<file path="src/rtl/rc_trim_pkg.sv">
`timescale 1ns/1ps
package rc_trim_pkg;
    typedef enum logic [1:0] {
        ST_IDLE    = 2'd0,
        ST_ARM     = 2'd1,
        ST_MEASURE = 2'd2,
        ST_UPDATE  = 2'd3
    } trim_state_e;
endpackage

</file>
<file path="src/rtl/rc_ref_sync.sv">
`timescale 1ns/1ps
// Synchronises the slow reference into the RC clock domain and flags its rising edge.
module rc_ref_sync #(
    parameter int STAGES = 2
) (
    input  logic clk,
    input  logic rst,
    input  logic ref_async,
    output logic rise
);
    logic [STAGES:0] shreg;

    always_ff @(posedge clk) begin
        if (rst) shreg <= '0;
        else     shreg <= {shreg[STAGES-1:0], ref_async};
    end

    assign rise = shreg[STAGES-1] & ~shreg[STAGES];
endmodule

</file>
<file path="src/rtl/rc_window_counter.sv">
`timescale 1ns/1ps
// Counts RC cycles inside a window and latches the saturated result at its close.
module rc_window_counter #(
    parameter int CNT_W = 12
) (
    input  logic             clk,
    input  logic             rst,
    input  logic             clear,
    input  logic             restart,
    input  logic             capture,
    input  logic             run,
    output logic [CNT_W-1:0] meas
);
    localparam logic [CNT_W-1:0] CNT_MAX = {CNT_W{1'b1}};

    logic [CNT_W-1:0] cnt;
    logic [CNT_W-1:0] cnt_inc;

    assign cnt_inc = (cnt == CNT_MAX) ? CNT_MAX : cnt + 1'b1;

    always_ff @(posedge clk) begin
        if (rst || clear) begin
            cnt  <= '0;
            meas <= '0;
        end else if (restart) begin
            cnt <= '0;
        end else if (capture) begin
            meas <= cnt_inc;
            cnt  <= '0;
        end else if (run) begin
            cnt <= cnt_inc;
        end
    end
endmodule

</file>
<file path="src/rtl/rc_trim_stepper.sv">
`timescale 1ns/1ps
// Compares a window count with the hysteresis band and steps the code with saturation.
module rc_trim_stepper #(
    parameter int CODE_W = 8,
    parameter int CNT_W  = 12,
    parameter int HYST_W = 4
) (
    input  logic              clk,
    input  logic              rst,
    input  logic              load,
    input  logic [CODE_W-1:0] load_val,
    input  logic              step,
    input  logic              invert,
    input  logic [CNT_W-1:0]  meas,
    input  logic [CNT_W-1:0]  target,
    input  logic [HYST_W-1:0] hyst_up,
    input  logic [HYST_W-1:0] hyst_dn,
    output logic [CODE_W-1:0] code
);
    localparam int          EXT_W    = CNT_W + 1;
    localparam logic [CODE_W-1:0] CODE_MAX = {CODE_W{1'b1}};

    logic [EXT_W-1:0]  meas_x, tgt_x, up_x, dn_x;
    logic              above, below, go_up;
    logic [CODE_W-1:0] code_nxt;

    assign meas_x = {1'b0, meas};
    assign tgt_x  = {1'b0, target};
    assign up_x   = {{(EXT_W-HYST_W){1'b0}}, hyst_up};
    assign dn_x   = {{(EXT_W-HYST_W){1'b0}}, hyst_dn};

    assign above = meas_x > (tgt_x + up_x);
    assign below = (meas_x + dn_x) < tgt_x;
    assign go_up = above ? invert : ~invert;

    always_comb begin
        code_nxt = code;
        if (above || below) begin
            if (go_up) code_nxt = (code == CODE_MAX) ? code : code + 1'b1;
            else       code_nxt = (code == '0)       ? code : code - 1'b1;
        end
    end

    always_ff @(posedge clk) begin
        if (rst)       code <= '0;
        else if (load) code <= load_val;
        else if (step) code <= code_nxt;
    end
endmodule

</file>
<file path="src/rtl/rc_trim_loop.sv">
`timescale 1ns/1ps
module rc_trim_loop #(
    parameter int CODE_W      = 8,
    parameter int CNT_W       = 12,
    parameter int HYST_W      = 4,
    parameter int SYNC_STAGES = 2
) (
    input  logic              rc_clk,
    input  logic              rst,
    input  logic              tune_start,
    input  logic              tune_enable,
    input  logic              use_manual,
    input  logic              step_invert,
    input  logic [CODE_W-1:0] manual_code,
    input  logic [CNT_W-1:0]  target_count,
    input  logic [HYST_W-1:0] hyst_hi,
    input  logic [HYST_W-1:0] hyst_lo,
    input  logic              ref_in,
    output logic [CODE_W-1:0] trim_code,
    output logic [CNT_W-1:0]  meas_count
);
    import rc_trim_pkg::*;

    trim_state_e       state_q, state_d;
    logic              ref_rise;
    logic              ctl_clear, ctl_restart, ctl_capture, ctl_run, ctl_step;
    logic [CODE_W-1:0] calc_code;

    rc_ref_sync #(.STAGES(SYNC_STAGES)) u_sync (
        .clk       (rc_clk),
        .rst       (rst),
        .ref_async (ref_in),
        .rise      (ref_rise)
    );

    // State register
    always_ff @(posedge rc_clk) begin
        if (rst) state_q <= ST_IDLE;
        else     state_q <= state_d;
    end

    // Next state
    always_comb begin
        state_d = state_q;
        if (!tune_start) begin
            state_d = ST_IDLE;
        end else begin
            unique case (state_q)
                ST_IDLE:    state_d = ST_ARM;
                ST_ARM:     if (ref_rise) state_d = ST_MEASURE;
                ST_MEASURE: if (ref_rise) state_d = ST_UPDATE;
                ST_UPDATE:  state_d = ST_MEASURE;
                default:    state_d = ST_IDLE;
            endcase
        end
    end

    // Outputs of the state machine
    always_comb begin
        ctl_clear   = ~tune_start;
        ctl_restart = 1'b0;
        ctl_capture = 1'b0;
        ctl_run     = 1'b0;
        ctl_step    = 1'b0;
        if (tune_start) begin
            unique case (state_q)
                ST_IDLE:    ;
                ST_ARM:     ctl_restart = ref_rise;
                ST_MEASURE: begin
                    ctl_capture = ref_rise;
                    ctl_run     = 1'b1;
                end
                ST_UPDATE: begin
                    ctl_run  = 1'b1;
                    ctl_step = tune_enable;
                end
                default:    ;
            endcase
        end
    end

    rc_window_counter #(.CNT_W(CNT_W)) u_cnt (
        .clk     (rc_clk),
        .rst     (rst),
        .clear   (ctl_clear),
        .restart (ctl_restart),
        .capture (ctl_capture),
        .run     (ctl_run),
        .meas    (meas_count)
    );

    rc_trim_stepper #(.CODE_W(CODE_W), .CNT_W(CNT_W), .HYST_W(HYST_W)) u_step (
        .clk      (rc_clk),
        .rst      (rst),
        .load     (ctl_clear),
        .load_val (manual_code),
        .step     (ctl_step),
        .invert   (step_invert),
        .meas     (meas_count),
        .target   (target_count),
        .hyst_up  (hyst_hi),
        .hyst_dn  (hyst_lo),
        .code     (calc_code)
    );

    assign trim_code = use_manual ? manual_code : calc_code;
endmodule

</file>
<file path="config.mk">
export PLATFORM = sky130hd
export DESIGN_NAME = rc_trim_loop
export DESIGN_NICKNAME = d
export VERILOG_FILES = /design/src/rtl/rc_trim_pkg.sv /design/src/rtl/rc_ref_sync.sv /design/src/rtl/rc_window_counter.sv /design/src/rtl/rc_trim_stepper.sv /design/src/rtl/rc_trim_loop.sv
export SDC_FILE = /design/constraint.sdc
export NUM_CORES = 1
export LEC_CHECK = 0
export CORE_UTILIZATION = 54
export CTS_CLUSTER_DIAMETER = 200
export DETAILED_ROUTE_END_ITERATION = 8
export HOLD_SLACK_MARGIN = 0.05
export PLACE_DENSITY = 0.87
export SYNTH_ARGS = -nofsm -noshare
export SYNTH_HDL_FRONTEND = slang
export SYNTH_SLANG_ARGS = --single-unit
</file>
<file path="constraint.sdc">
create_clock -name rc_clk -period 11.8 [get_ports rc_clk]
set_clock_uncertainty 0.15 [all_clocks]
set_input_delay 2.95 -clock rc_clk [delete_from_list [all_inputs] [get_ports rc_clk]]
set_output_delay 2.95 -clock rc_clk [all_outputs]
set_load 0.05 [all_outputs]
</file>
# Yosys cells after proc, flatten, opt, wreduce, memory -nomap -nowiden

Cells that the tools add are included.

Logic and storage cells: 58
Input bits: 35
Register bits after elaboration: 37
Output and inout bits: 20

Bitwise gates (word level): 5
Reduce and logical (&&, ||, !) cells: 10
Eq/ne operators: 11
$lt $le $gt $ge: 2
$add $sub $neg: 5
Mux-type cells: 20

Operators by type and width:

| cell                                             | count |
|---|---|
| two-way mux 8 bit                                | 7 |
| adder 12 x 4 -> 13 bit                           | 2 |
| > comparator 12 x 13 -> 1 bit                    | 1 |
| < comparator 13 x 12 -> 1 bit                    | 1 |
| adder 12 x 1 -> 12 bit, second input constant    | 1 |
| equality test 12 bit, second input constant      | 1 |
| two-way mux 12 bit                               | 1 |
| two-way mux 1 bit                                | 9 |
| adder 8 x 1 -> 8 bit, second input constant      | 1 |
| equality test 8 bit, second input constant       | 1 |
| zero test 8 bit                                  | 1 |
| one-hot mux 2 bit (4 select lines)               | 1 |
| subtractor 8 x 1 -> 8 bit, second input constant | 1 |
| equality test 2 bit, second input constant       | 2 |
| two-way mux 2 bit                                | 2 |
| != test 2 x 1 -> 1 bit, second input constant    | 2 |
| != test 2 bit, second input constant             | 2 |
| NOT 1 bit                                        | 4 |
| AND reduction 2 bit                              | 2 |
| AND reduction 4 bit                              | 1 |
| OR reduction 2 bit                               | 2 |
| != test 3 x 2 -> 1 bit, second input constant    | 1 |
| != test 3 bit, second input constant             | 1 |
| OR reduction 3 bit                               | 1 |
| other kinds (4)                                  | 5 |

# Depth between registers and ports, before layout

Gate-level depths: netlist (run 1).

Depth in word-level cells: 7
Depth in mapped cells: 22
Gate-level depth less buffers: 22

# Modules after synthesis

A second synthesis (run 1) with hierarchy kept.

Cell total of the unflattened synthesis: 394
Area total of the unflattened synthesis: 3270.6 um2

Modules (own cells, without submodules):

| module            | instances | area an instance (um2) | cells each | sequential area each (um2) |
|---|---|---|---|---|
| rc_trim_stepper   | 1         | 1754.2                 | 224        | 160.2 |
| rc_window_counter | 1         | 1194.9                 | 141        | 480.5 |
| rc_trim_loop      | 1         | 234.0                  | 22         | 40.0 |
| rc_ref_sync       | 1         | 87.6                   | 7          | 60.1 |

# Worst setup path after synthesis (run 1)

No wires, ideal clock.

Kind: input to register
Start: input port target_count[0]
End: register u_step.code[4]
Buffers on the path: 0
Slack: 4943 ps
Arrival time: 6616 ps
Setup time: 91 ps
Required time: 11559 ps
Stages: 21
Path through: ha_1 inv_1 fa_1 nor2b_1 o21ai_2 and2_1 nor3_1 xnor2_1 ha_1 nand4_1 nor2_2 and3_2 a211oi_4 xnor2_4 xnor2_1 ha_1 nand3b_1 mux2i_1 a31o_2 a21bo_1 a311oi_1

Cells in the longest elaborated chain, start to end: 7
Elaborated cells between the ends (all ways): 13
Those cells by class: add/sub (1); order compare (2); eq/ne (3); mux (5); reduce/logical (2)

RTL lines:

| item                          | RTL line              | source |
|---|---|---|
| start: declaration            | rc_trim_loop.sv:15    | `input logic [CNT_W-1:0] target_count,` |
| adder 12 x 4 -> 13 bit        | rc_trim_stepper.sv:32 | `assign above = meas_x > (tgt_x + up_x);` |
| > comparator 12 x 13 -> 1 bit | rc_trim_stepper.sv:32 |  |
| two-way mux 1 bit             | rc_trim_stepper.sv:34 | `assign go_up = above ? invert : ~invert;` |
| two-way mux 8 bit             | rc_trim_stepper.sv:39 | `if (go_up) code_nxt = (code == CODE_MAX) ? code : code + 1'b1;` |
| two-way mux 8 bit             | rc_trim_stepper.sv:38 | `if (above \|\| below) begin` |
| two-way mux 8 bit             | rc_trim_stepper.sv:47 | `else if (step) code <= code_nxt;` |
| two-way mux 8 bit             | rc_trim_stepper.sv:46 | `else if (load) code <= load_val;` |
| end signal: assignment        | rc_trim_stepper.sv:46 |  |
| end signal: assignment        | rc_trim_stepper.sv:47 |  |
| end: declaration              | rc_trim_stepper.sv:18 | `output logic [CODE_W-1:0] code` |

Parallel ways exist; a longest one is shown, timed or not. The select of a mux whose other input is x is not followed.
A chain may end at the register's enable or synchronous reset.

# Final worst setup path (run 1)

Start: input port use_manual
End: output port trim_code[1]

Cells in the longest elaborated chain, start to end: 1

RTL lines:

| item               | RTL line            | source |
|---|---|---|
| start: declaration | rc_trim_loop.sv:12  | `input logic use_manual,` |
| two-way mux 8 bit  | rc_trim_loop.sv:106 | `assign trim_code = use_manual ? manual_code : calc_code;` |
| end: declaration   | rc_trim_loop.sv:19  | `output logic [CODE_W-1:0] trim_code,` |

Every way passes these cells.

==> results.json, run 1 <==
{
  "fp.dieW_um": 79.8,
  "arrival_ps": 4750,
  "worstPathRequired_ps": 8700,
  "hpwl_um": 5750,
  "critPathKind": "in2out",
  "setup_violations": 0,
  "power_density_nw_per_um2": 82.0,
  "power.share.clock_pct": 35.7,
  "cts_max_level": 2,
  "tns_ps": 0,
  "post_cts_buffers": 0,
  "cp-end-kind": "output port",
  "firstDrtPassIters": 4,
  "cts.clk_slew.worst_paths_ps": 80,
  "dp_slack_ps": 3950,
  "synth_area_leader_cell": "dfxtp_1",
  "peakVddDrop_mv": 0.0559,
  "post_cts_resized": 0,
  "coreArea_um2": 5680,
  "numPortBuffers": 54,
  "drc_errors": 0,
  "ios": 55,
  "async_flop_share_pct": 0,
  "power.share.sequential_pct": 41.4,
  "path_common_cell": "clkdlybuf4s50_1",
  "worstHoldPathType": "reg2reg",
  "regToRegSetupSlack_ps": 7710,
  "dieArea_um2": 6360,
  "clock_latency_ps": 290,
  "initialDrtViolationCount": 201,
  "antenna_cells": 0,
  "fmax_mhz": 127,
  "cp-start-kind": "input pin",
  "final_core_util_pct": 68.8,
  "start_util_pct": 57.5,
  "tightest_slew_ps": 710,
  "switching_share_pct": 27.8,
  "ys_warn_count": 0,
  "first_global_vias": 2792,
  "power.switching_w": 0.0000889,
  "combPwrFrac_pct": 22.9,
  "cts_buffer_depth": 2,
  "mostFrequentLayoutCell": "clkdlybuf4s50_1",
  "final_cell_mix": "54 x clkdlybuf4s50_1, 37 x dfxtp_1, 33 x ha_1",
  "ant_nets": 0,
  "via_count": 3026,
  "worstHoldStart": "u_sync.shreg[0]",
  "maxSlewHeadroom_pct": 52.4,
  "ys_seq_area_share_pct": 22.7,
  "r2r-end": "u_step.code[4]",
  "area_growth_pct": 19.6,
  "placementRows": 27,
  "layout-drive-gt1-share_pct": 9.28,
  "grt-ovfl-total": 0,
  "syn-mean-instance-area_um2": 8.53,
  "min_period_ps": 7850,
  "routedWlPerCell_um": 15.2,
  "grt_pass1_wl_um": 12800,
  "whs_endpoint": "u_sync.shreg[1]",
  "r2r_cells": 16,
  "synth_flop_cell": "dfxtp_1",
  "cts_tree": "built",
  "grt_setup_unrepaired": "no",
  "antenna_found_initial": 0,
  "grt_usage_pct": 25.1,
  "cts_hold_buffers": 0,
  "clock_sinks": 37,
  "die_height_um": 79.8,
  "leakage_nw": 1.48,
  "avgViaCountPerCell": 6.02,
  "critPathMaxFanout": 8,
  "critical_path.max_stage_delay_ps": 710,
  "synth_area_um2": 3270,
  "cp_slowest_cell": "clkdlybuf4s50_1",
  "yosys-top-cells-area": "dfxtp_1 23%, ha_1 13%, xnor2_1 6.4%",
  "drv_cap": 0,
  "syn-num-nets": 453,
  "ys_types": 65,
  "place_congestion": 0.881,
  "fin_crit_sh_pct": 66.5,
  "numCtsBuffers": 5,
  "crit_chain": "clkdlybuf4s50_1 -> mux2_2 -> clkdlybuf4s50_1",
  "fin_ws_ps": 3950,
  "synth_top_area_share_pct": 22.7,
  "outcome": "complete, no violations",
  "root_buffer": "clkbuf_8",
  "finalPower_w": 0.000320,
  "final_nets": 500,
  "intPower_w": 0.000231,
  "holdPathStages": 1,
  "finalMaxSlewViolations": 0,
  "synth_edf_count": 0,
  "grt_max_degree": 20,
  "hold_viol": 0,
  "drt-total-wl_um": 7640,
  "reg2reg_from": "u_cnt.meas[1]",
  "ys_ff_latch": 37,
  "netlist_instances": 383
}
==> layer usage <==
layer	global-route usage, %	routed length [um]	up-vias
li1	-	-	1506
met1	33.5	3500	1402
met2	41.4	3590	105
met3	3.54	431	13
met4	8.04	112	0
met5	0	0	-
==> flip-flops by register name, summed over array words and instances, names as in the netlist <==
name	flops
u_cnt.meas	12
u_cnt.cnt	12
state_q	2
u_step.code	8
u_sync.shreg	3
==> cell families after synthesis <==
family,synth area share (%)
buffers and inverters,6.40
xor gates and xnor gates,8.62
muxes,5.06
adders and majority gates,13.9
AOI/OAI and AO/OA,21.5
DFF,22.7
and+or+nand+nor,21.9
==> worst max-delay path: cells and delay by family <==
kind,cells,cell delay (ps)
buf+inv,2,1410
mux,1,380
==> how the worst max path moves through the flow <==
stage | to | from | cells past startpoint | slack (ps)
2_1_floorplan | u_step.code[4] | target_count[0] | 21 | 4940
3_3_place_gp | trim_code[4] | use_manual | 3 | 4030
3_5_place_dp | trim_code[7] | use_manual | 3 | 3950
4_1_cts | trim_code[7] | use_manual | 3 | 3950
5_1_grt | trim_code[7] | use_manual | 3 | 3900
6_report | trim_code[1] | use_manual | 3 | 3950
==> power by group through the flow <==
stage                     Sequential, W  Clock (W)  Combinational (W)
after floorplan                0.000133          0          0.0000504
after global placement         0.000135          0          0.0000697
after detailed placement       0.000135          0          0.0000726
after CTS                      0.000132   0.000117          0.0000732
after global routing           0.000133   0.000123          0.0000804
final                          0.000133   0.000114          0.0000734
==> Yosys cell counts, types with 3 or more instances <==
master / number
o32a_1: 3
nand2_1: 16
a31oi_1: 13
mux2_2: 8
and4_1: 3
o211ai_1: 6
a211o_1: 3
mux2i_1: 6
and2_1: 4
inv_1: 20
nor2b_1: 7
a21o_1: 3
ha_1: 33
nand4_1: 6
and3_1: 5
o21ai_0: 16
nand3_1: 15
nor3_1: 13
buf_6: 3
dfxtp_1: 37
nand3b_1: 7
a311oi_1: 7
nor2_1: 31
nand2b_1: 4
xor2_1: 5
xnor2_1: 24
a21oi_1: 23
clkbuf_1: 8
a211oi_1: 9
o21a_1: 3
==> layout make-up <==
cell class / count / area [um2]
repair buffers: 56 / 556
fillers: 442 / 1770
flip-flops and latches: 37 / 741
clock buffers: 6 / 82.6
well taps: 72 / 90.1
multi-input cells: 308 / 2320
inverters: 22 / 82.6
clock inverters: 2 / 37.5
==> through the flow <==
stage                     hold slack, ps  cells  area, um2
after floorplan                      264    383       3270
after global placement               267    495       3780
after detailed placement             286    495       3780
after CTS                            304    503       3910
after global routing                 326    503       3910
final                                299    503       3910
Note: power is estimated with default switching activity, not from simulation.
==> run 2, diff against run 1 <==
==> constraint.sdc (replaced) <==
create_clock -name rc_clk -period 7.9 [get_ports rc_clk]
set_clock_uncertainty 0.15 [all_clocks]
set_input_delay 1.975 -clock rc_clk [delete_from_list [all_inputs] [get_ports rc_clk]]
set_output_delay 1.975 -clock rc_clk [all_outputs]
set_load 0.05 [all_outputs]
==> run 2 against run 1 <==
Global-route usage shrank 1.1 points. Core utilization shrank 0.088 points. Critical path depth grew 20. Final cell count did not move. Combinational power grew 50%. Count of clock-buffer cells in the layout decreased by 1. Hold slack improved by 5.3 ps. Largest cell class unchanged.
==> results.json, run 2 (synthesized netlist as in run 1, its figures left out) <==
{
  "area_growth_pct": 19.4,
  "power.share.clock_pct": 35.0,
  "drt-total-wl_um": 7250,
  "grt_usage_pct": 24.0,
  "mostFrequentLayoutCell": "clkdlybuf4s50_1",
  "finalMaxSlewViolations": 0,
  "numPortBuffers": 54,
  "leakage_nw": 1.48,
  "cts_max_level": 2,
  "multiInputGateArea_um2": 2320,
  "grt_max_degree": 20,
  "hpwl_um": 5670,
  "first_global_vias": 2691,
  "placementRows": 27,
  "die_height_um": 79.8,
  "power_density_nw_per_um2": 121,
  "critical_path.max_stage_delay_ps": 480,
  "clock_sinks": 37,
  "via_count": 2961,
  "layout-drive-gt1-share_pct": 9.28,
  "path_common_cell": "ha_1",
  "crit_chain": "clkdlybuf4s50_1 -> ha_1 -> inv_1 -> fa_1 -> nor2b_1 -> o21ai_2 -> and2_1 -> nor2_1 -> xnor2_1 -> ha_1 -> nand3_2 -> o211ai_1 -> a31oi_1 -> a211oi_4 -> xnor2_4 -> xnor2_1 -> ha_1 -> nor2_1 -> nand2_1 -> mux2i_1 -> a31o_2 -> a21bo_1 -> a311oi_1",
  "coreArea_um2": 5680,
  "antenna_cells": 0,
  "combPwrFrac_pct": 23.3,
  "intPower_w": 0.000338,
  "switching_share_pct": 28.7,
  "routedWlPerCell_um": 14.4,
  "power.share.sequential_pct": 41.7,
  "cts.clk_slew.worst_paths_ps": 80,
  "outcome": "complete, no violations",
  "root_buffer": "clkbuf_8",
  "cts_hold_buffers": 0,
  "final_nets": 500,
  "top_regs": "u_cnt.cnt (12), u_cnt.meas (12), u_step.code (8)",
  "firstDrtPassIters": 4,
  "seqCellArea_um2": 741,
  "power.switching_w": 0.000136,
  "grt-ovfl-total": 0,
  "cts_tree": "built",
  "fin_crit_sh_pct": 81.7,
  "critical-path-top-delay-family": "compound AO/OA/AOI/OAI gates",
  "dieArea_um2": 6360,
  "ios": 55,
  "post_cts_resized": 0,
  "hold_viol": 0,
  "initialDrtViolationCount": 154,
  "maxSlewHeadroom_pct": 54.2,
  "cp-start-kind": "input pin",
  "critPathKind": "in2reg",
  "drv_cap": 0,
  "fp.dieW_um": 79.8,
  "cp-end-kind": "flip-flop",
  "fillers": 456,
  "min_period_ps": 6450,
  "final_cell_mix": "54 x clkdlybuf4s50_1, 37 x dfxtp_1, 33 x ha_1",
  "numCtsBuffers": 5,
  "worstHoldPathType": "reg2reg",
  "critPathMaxFanout": 8,
  "worstPathRequired_ps": 7950,
  "place_congestion": 0.907,
  "drc_errors": 0,
  "fmax_mhz": 155,
  "grt_setup_unrepaired": "no",
  "path_buf_inv": 2,
  "ant_nets": 0,
  "arrival_ps": 6500,
  "tns_ps": 0,
  "start_util_pct": 57.5,
  "peakVddDrop_mv": 0.107,
  "clock_latency_ps": 290,
  "grt_pass1_wl_um": 12100,
  "antenna_found_initial": 0,
  "cts_buffer_depth": 2,
  "finalPower_w": 0.000474,
  "post_cts_buffers": 0,
  "cp_slowest_cell": "clkdlybuf4s50_1",
  "setup_violations": 0,
  "avgViaCountPerCell": 5.89,
  "tightest_slew_ps": 683
}
[run 2: cell type report]
| class | instances | area share (%) |
|---|---|---|
| Clock inverter | 3 | 1.19 |
| Tap cell | 72 | 2.31 |
| Multi-Input combinational cell | 308 | 59.4 |
| Sequential cell | 37 | 19.0 |
| Inverter | 22 | 2.12 |
| Timing Repair Buffer | 56 | 14.2 |
| Clock buffer | 5 | 1.76 |
[run 2: per-layer routing]
| layer | global-route usage (%) | routed length, um |
|---|---|---|
| met1 | 30.7 | 3350 |
| met2 | 40.2 | 3350 |
| met3 | 4.57 | 429 |
| met4 | 8.04 | 116 |
| met5 | 0 | 0 |
[run 2: power groups by stage]
stage,clock [W],sequential [W],combinational [W]
2_1_floorplan,0,0.000198,0.0000753
3_3_place_gp,0,0.000201,0.000106
3_5_place_dp,0,0.000202,0.000109
4_1_cts,0.000170,0.000197,0.000110
5_1_grt,0.000178,0.000199,0.000120
6_report,0.000166,0.000198,0.000110
[run 2: worst paths after layout]
| kind | start | to | slack (ps) | cells past startpoint |
|---|---|---|---|---|
| min reg2reg | u_sync.shreg[0] | u_sync.shreg[1] | 300 | 1 |
| min | u_sync.shreg[0] | u_sync.shreg[1] | 300 | 1 |
| max | target_count[0] | u_step.code[4] | 1450 | 23 |
| max reg2reg | u_cnt.meas[1] | u_step.code[5] | 3900 | 16 |
[run 2: worst register-to-register path, delay by kind of cell, from the launching register on]
| kind | cells | cell delay (ps) |
|---|---|---|
| XOR/XNOR | 1 | 160 |
| adder cells (fa/ha/maj) | 2 | 590 |
| AO/OA/AOI/OAI | 9 | 1950 |
| AND/OR/NAND/NOR | 4 | 590 |
| flip-flops | 1 | 470 |
[run 2: through the flow]
stage	util, %	setup WS (ps)	std cells	hold WS (ps)	instance area [um2]
after floorplan	-	2020	383	264	3270
after global placement	66.7	1330	495	266	3780
after detailed placement	66.7	1170	495	290	3780
after CTS	68.7	1460	503	310	3900
after global routing	68.7	1060	503	315	3900
final	68.7	1450	503	304	3900
